### config.mk
export PLATFORM = sky130hd
export DESIGN_NAME = tx_cache_ctl
export DESIGN_NICKNAME = d
export VERILOG_FILES = /design/src/rtl/tx_cache_ctl.sv
export SDC_FILE = /design/constraint.sdc
export NUM_CORES = 1
export LEC_CHECK = 0
export ABC_AREA = 0
export BUFFER_PORTS_ARGS = -buffer_cell sky130_fd_sc_hd__buf_2
export CAP_MARGIN = 20
export CORE_MARGIN = 5
export CORE_UTILIZATION = 53
export DETAILED_ROUTE_END_ITERATION = 8
export PLACE_DENSITY = 0.77
export SLEW_MARGIN = 25
export SYNTH_ARGS = -nofsm -noshare
export SYNTH_HDL_FRONTEND = slang
export SYNTH_SLANG_ARGS = --single-unit
### constraint.sdc
create_clock -name clk -period 3.6 [get_ports clk]
set_input_delay 0.54 -clock clk [delete_from_list [all_inputs] [get_ports clk]]
set_output_delay 0.54 -clock clk [all_outputs]
set_load 0.1 [all_outputs]
### src/rtl/tx_cache_ctl.sv
module tx_cache_ctl #(
  parameter int WAYS = 4,
  parameter int AW   = 16,
  parameter int DW   = 16
) (
  input  logic          clk,
  input  logic          rst_n,
  input  logic          req_valid,
  input  logic          req_write,
  input  logic [AW-1:0] req_addr,
  input  logic [DW-1:0] req_wdata,
  output logic          req_ready,
  output logic          rsp_valid,
  output logic [DW-1:0] rsp_rdata,
  input  logic          cmd_begin,
  input  logic          cmd_commit,
  input  logic          cmd_validate,
  output logic          val_valid,
  output logic          val_abort,
  output logic [1:0]    val_reason,
  output logic          cmt_valid,
  output logic          cmt_ok,
  output logic          bus_rd_req,
  output logic [AW-1:0] bus_rd_addr,
  input  logic          bus_fill_valid,
  input  logic [DW-1:0] bus_fill_data,
  output logic          bc_valid,
  output logic [AW-1:0] bc_addr,
  output logic [DW-1:0] bc_data,
  input  logic          snp_valid,
  input  logic [AW-1:0] snp_addr
);

  localparam int WIDX = (WAYS > 1) ? $clog2(WAYS) : 1;
  localparam logic [1:0] ST_I = 2'd0, ST_S = 2'd1, ST_M = 2'd2;
  localparam logic [1:0] WHY_NONE = 2'd0, WHY_CONFLICT = 2'd1, WHY_CAPACITY = 2'd2;

  logic [AW-1:0]   tag_q [WAYS];
  logic [DW-1:0]   dat_q [WAYS];
  logic [1:0]      st_q  [WAYS];
  logic [WAYS-1:0] txf_q;
  logic [WAYS-1:0] bc_q;

  logic            tx_q, abt_q, filling_q, pend_wr_q;
  logic [1:0]      why_q;
  logic [AW-1:0]   pend_addr_q;
  logic [DW-1:0]   pend_wdata_q;

  logic [WAYS-1:0] vld, hit_vec, snp_vec, dirty;

  function automatic logic [WIDX-1:0] lowest(input logic [WAYS-1:0] v);
    logic [WIDX-1:0] r;
    r = '0;
    for (int i = WAYS - 1; i >= 0; i--)
      if (v[i]) r = WIDX'(i);
    return r;
  endfunction

  for (genvar w = 0; w < WAYS; w++) begin : g_way
    assign vld[w]     = (st_q[w] != ST_I);
    assign hit_vec[w] = vld[w] && (tag_q[w] == req_addr);
    assign snp_vec[w] = vld[w] && (tag_q[w] == snp_addr);
    assign dirty[w]   = (st_q[w] == ST_M);
  end

  logic            hit, victim_ok, busy, go;
  logic            acc_begin, acc_commit, acc_val, acc_req;
  logic            cap_fail, conflict, abort_now, start_fill, fill_done;
  logic [WIDX-1:0] hit_way, victim, bc_way;

  assign hit        = |hit_vec;
  assign hit_way    = lowest(hit_vec);
  assign victim_ok  = |(~txf_q);
  assign victim     = (|(~vld)) ? lowest(~vld) : lowest(~txf_q);

  assign busy       = filling_q || (|bc_q);
  assign req_ready  = !busy && !snp_valid;
  assign go         = req_ready;
  assign acc_begin  = go && cmd_begin;
  assign acc_commit = go && cmd_commit && !cmd_begin;
  assign acc_val    = go && cmd_validate && !cmd_begin && !cmd_commit;
  assign acc_req    = go && req_valid && !cmd_begin && !cmd_commit && !cmd_validate;

  assign cap_fail   = acc_req && !hit && tx_q && !victim_ok;
  assign conflict   = snp_valid && tx_q && (|(snp_vec & txf_q));
  assign abort_now  = conflict || cap_fail;
  assign start_fill = acc_req && !hit && !cap_fail;
  assign fill_done  = filling_q && bus_fill_valid;

  assign bus_rd_req  = filling_q;
  assign bus_rd_addr = pend_addr_q;

  assign bc_way   = lowest(bc_q);
  assign bc_valid = |bc_q;
  assign bc_addr  = tag_q[bc_way];
  assign bc_data  = dat_q[bc_way];

  always_ff @(posedge clk) begin
    if (!rst_n) begin
      for (int w = 0; w < WAYS; w++) begin
        st_q[w]  <= ST_I;
        tag_q[w] <= '0;
        dat_q[w] <= '0;
      end
      txf_q <= '0;
    end else begin
      for (int w = 0; w < WAYS; w++) begin
        if (abort_now && txf_q[w]) st_q[w] <= ST_I;
        if (snp_valid && snp_vec[w]) st_q[w] <= ST_I;
      end
      if (abort_now || acc_commit) txf_q <= '0;
      if (acc_req && hit) begin
        if (req_write) begin
          dat_q[hit_way] <= req_wdata;
          st_q[hit_way]  <= ST_M;
        end
        if (tx_q) txf_q[hit_way] <= 1'b1;
      end
      if (fill_done) begin
        tag_q[victim] <= pend_addr_q;
        dat_q[victim] <= pend_wr_q ? pend_wdata_q : bus_fill_data;
        st_q[victim]  <= pend_wr_q ? ST_M : ST_S;
        txf_q[victim] <= tx_q && !abort_now;
      end
    end
  end

  always_ff @(posedge clk) begin
    if (!rst_n) begin
      tx_q         <= 1'b0;
      abt_q        <= 1'b0;
      why_q        <= WHY_NONE;
      filling_q    <= 1'b0;
      pend_wr_q    <= 1'b0;
      pend_addr_q  <= '0;
      pend_wdata_q <= '0;
      bc_q         <= '0;
      rsp_valid    <= 1'b0;
      rsp_rdata    <= '0;
      val_valid    <= 1'b0;
      val_abort    <= 1'b0;
      val_reason   <= WHY_NONE;
      cmt_valid    <= 1'b0;
      cmt_ok       <= 1'b0;
    end else begin
      if (acc_begin) begin
        tx_q  <= 1'b1;
        abt_q <= 1'b0;
        why_q <= WHY_NONE;
      end else if (abort_now) begin
        tx_q  <= 1'b0;
        abt_q <= 1'b1;
        why_q <= conflict ? WHY_CONFLICT : WHY_CAPACITY;
      end else if (acc_commit) begin
        tx_q <= 1'b0;
      end

      if (start_fill) begin
        filling_q    <= 1'b1;
        pend_wr_q    <= req_write;
        pend_addr_q  <= req_addr;
        pend_wdata_q <= req_wdata;
      end else if (fill_done) begin
        filling_q <= 1'b0;
      end

      if (acc_commit && tx_q) bc_q <= txf_q & dirty;
      else                    bc_q <= bc_q & (bc_q - 1'b1);

      rsp_valid <= (acc_req && hit) || cap_fail || fill_done;
      if (acc_req && hit)  rsp_rdata <= req_write ? req_wdata : dat_q[hit_way];
      else if (cap_fail)   rsp_rdata <= '0;
      else if (fill_done)  rsp_rdata <= pend_wr_q ? pend_wdata_q : bus_fill_data;

      val_valid  <= acc_val;
      val_abort  <= abt_q;
      val_reason <= why_q;
      cmt_valid  <= acc_commit;
      cmt_ok     <= acc_commit && tx_q;
    end
  end

endmodule


==> out/metrics.cfg <==
[status]
outcome = finished, final reports clean

[clock_network]
cts-htree-levels = 1
post_cts.repair.setup_buffers = 0
cts-root-buf = clkbuf_16
cts_buffers = 23
cts_tree = built
clock-sinks = 205
path_clk_slew_ns = 0.07
clockBufferDepth = 3
clk_latency_ns = 0.51
cts_hold_buf = 0
cts-resized-gates = 0

[yosys]
synth.largest_area_cell = edfxtp_1
synthCells = 1123
synth-edff-count = 136
synthArstFlopShare = 0
synth_area_per_cell_um2 = 10.0
ys_top_cells_by_count = nor2_1, edfxtp_1, nand2_1
syn_area_mm2 = 0.0113
ys_ff_latch = 205
synth_flop_cell = edfxtp_1
yosys.area.top_type_share = 0.362
ys_seq_area_frac = 0.485
yosysUniqueCellTypes = 63
yosys_warnings = 0
synth_area_leaders = edfxtp_1, dfxtp_1, mux4_2, xnor2_1, nor2_1
synth.most_common_cell = nor2_1
synthesis.nets = 1196

[drt]
post-route-drc-count = 0
totalWireLength_mm = 37.4
drt_pass1_iterations = 7
drt_iter0_markers = 1207
viasPerCell = 6.31
num_vias = 9650
detail-route-antenna-nets = 0
wl_per_cell_um = 24.4

[power]
p_int_uw = 4170
comb_power_share = 0.115
pwr-share-clk = 0.419
switching_share = 0.261
net-switching-power_uw = 1470
power.leakage_uw = 0.00489
power.density_mw_per_mm2 = 430
ir_worst_vdd_uv = 391
seq_power_share = 0.466

[sta]
fmax_mhz = 302
period_share = 0.920
final.setup.worst_slack_ns = 0.288
finalSetupViolCount = 0
worstMarginPinSlew_ns = 0.901
finalCriticalPeriod_ns = 3.31
rsz0062_at_grt = false
slew_headroom = 0.400
finalHoldViolCount = 0
maxSlewViolCount = 0
skew_ns = 0.0195
setup_tns_ns = 0

[worst_setup_path]
rr_worst_depth = 9
crit_start = bc_q[1]$_SDFF_PN0_
crit_arrival_ns = 3.67
ff2ff_setup_slack_ns = 0.29
end_kind = register
r2r-start = bc_q[1]$_SDFF_PN0_
path_max_fanout = 15
worstPathRequired_ns = 3.96
startpoint_type = register
regToRegEndpoint = dat_q[0][9]$_SDFFCE_PN0P_
critPathCapture = dat_q[0][9]$_SDFFCE_PN0P_
critical_path_class = reg -> reg

[layout]
syn_to_final_growth_pct = 16.2
fin_cells = 1530
layout.nets = 1312
multi_input_area_mm2 = 0.00535
drive_gt1_frac = 0.217
fill_cells = 1734
regArea_mm2 = 0.00547
fin_util = 0.625
antennaDiodeCount = 0

[grt]
grt_pass1_vias = 9406
grtUsageTotal = 0.304
antenna_found_initial = 0
grt_pass1_wl_mm = 56.5
grt_max_degree = 47
gr-total-overflow = 0

[place]
pre_cts_ws_ns = 0.182
routabilityCongestion = 0.996
io_buffers = 146
place_hpwl_mm = 27.0
dp_cells = 1489

[floorplanning]
num_rows = 53
die_area_mm2 = 0.0243
die_h_um = 156
core_area_mm2 = 0.0210
start_util = 0.538
pin_count = 147
die_w_um = 156

[hold_path]
hold_class = in -> reg

[job]
maxCapViolations = 0

[cell families (layout without fill, tap and decap cells)]
family / Yosys count / after routing / synth area share
AO/OA/AOI/OAI: 167 / 167 / 0.100
XOR/XNOR: 129 / 129 / 0.100
buffers and inverters: 129 / 261 / 0.0479
flip-flops: 205 / 205 / 0.485
multiplexers: 49 / 49 / 0.0791
AND/OR/NAND/NOR: 444 / 444 / 0.188
[power groups by stage]
stage	Combinational, uW	Sequential (uW)	Clock (uW)
finish	650	2630	2360
global route	676	2630	2470
CTS	637	2620	2380
detailed placement	633	2670	0
global placement	636	2670	0
floorplan	403	2690	0
[sequential cells by signal, summed over array words and instances, names as in the netlist, 4 cells and up]
register and flops:
dat_q 64, pend_wdata_q 16, rsp_rdata 16, txf_q 4
bc_q 4, tag_q 64, bus_rd_addr 16, st_q 8
[worst min-delay path by stage]
stage / startpoint / cells past startpoint / end / slack [ns]
floorplan: why_q[0]$_SDFFE_PP0P_ / 1 / val_reason[0]$_SDFF_PN0_ / 0.42
global placement: abt_q$_SDFFE_PP0P_ / 1 / val_abort$_SDFF_PN0_ / 0.44
detailed placement: why_q[0]$_SDFFE_PP0P_ / 1 / val_reason[0]$_SDFF_PN0_ / 0.44
CTS: req_wdata[5] / 3 / pend_wdata_q[5]$_SDFFE_PN0P_ / 0.27
global route: req_wdata[11] / 3 / pend_wdata_q[11]$_SDFFE_PN0P_ / 0.30
finish: req_wdata[5] / 3 / pend_wdata_q[5]$_SDFFE_PN0P_ / 0.29
[final cells by class]
| type | count | share of cell area |
|---|---|---|
| inverters | 35 | 0.0100 |
| multi-input cells | 789 | 0.409 |
| clock inverters | 10 | 0.00993 |
| flip-flops and latches | 205 | 0.417 |
| repair buffers | 185 | 0.0810 |
| clock buffers | 31 | 0.0470 |
| well taps | 275 | 0.0263 |
[critical path: stages, from the launching register on]
cell and delay (ns):
dfxtp_1 0.36, or4_4 0.56, nor3_4 0.23, nor3b_2 0.39, and3b_1 0.30, o311a_1 0.48, o211a_1 0.22, nand2_1 0.23
buf_4 0.29, nor2_1 0.11
[metrics by stage]
step | hold WS [ns] | instance area [um^2] | power [uW]
after global routing | 0.296 | 13100 | 5770
after detailed placement | 0.439 | 12400 | 3310
after CTS | 0.273 | 13100 | 5640
final | 0.285 | 13100 | 5640
after global placement | 0.439 | 12400 | 3310
after floorplan | 0.423 | 11400 | 3090
[placed cells by master, fill, tap and decap left out, types with 4 or more instances in the layout]
cell / instances
nand4_1: 39
or2_2: 6
buf_4: 36
nor2_1: 136
a221oi_1: 17
inv_1: 35
a221o_1: 16
nor4_1: 20
edfxtp_1: 136
and2_1: 7
o21ai_0: 15
clkbuf_16: 23
nor3_2: 4
or3_1: 5
a21oi_1: 62
o21ai_1: 13
nand2b_1: 20
dfxtp_1: 69
mux4_2: 32
mux2i_1: 16
o2111ai_1: 16
xnor2_1: 71
nand3b_1: 4
nand2_1: 131
and3_1: 5
clkbuf_1: 7
nand3_1: 19
nor3_1: 18
buf_2: 146
xor2_1: 58
nand4b_1: 6
[metal layers]
layer	up-vias	part of all wire	GRT usage
met5	-	0	0
met4	0	0.028	0.0792
met3	96	0.12	0.0691
met2	609	0.45	0.462
met1	4673	0.41	0.442
li1	4272	-	-
No activity file was read; power rests on OpenSTA's default activity.
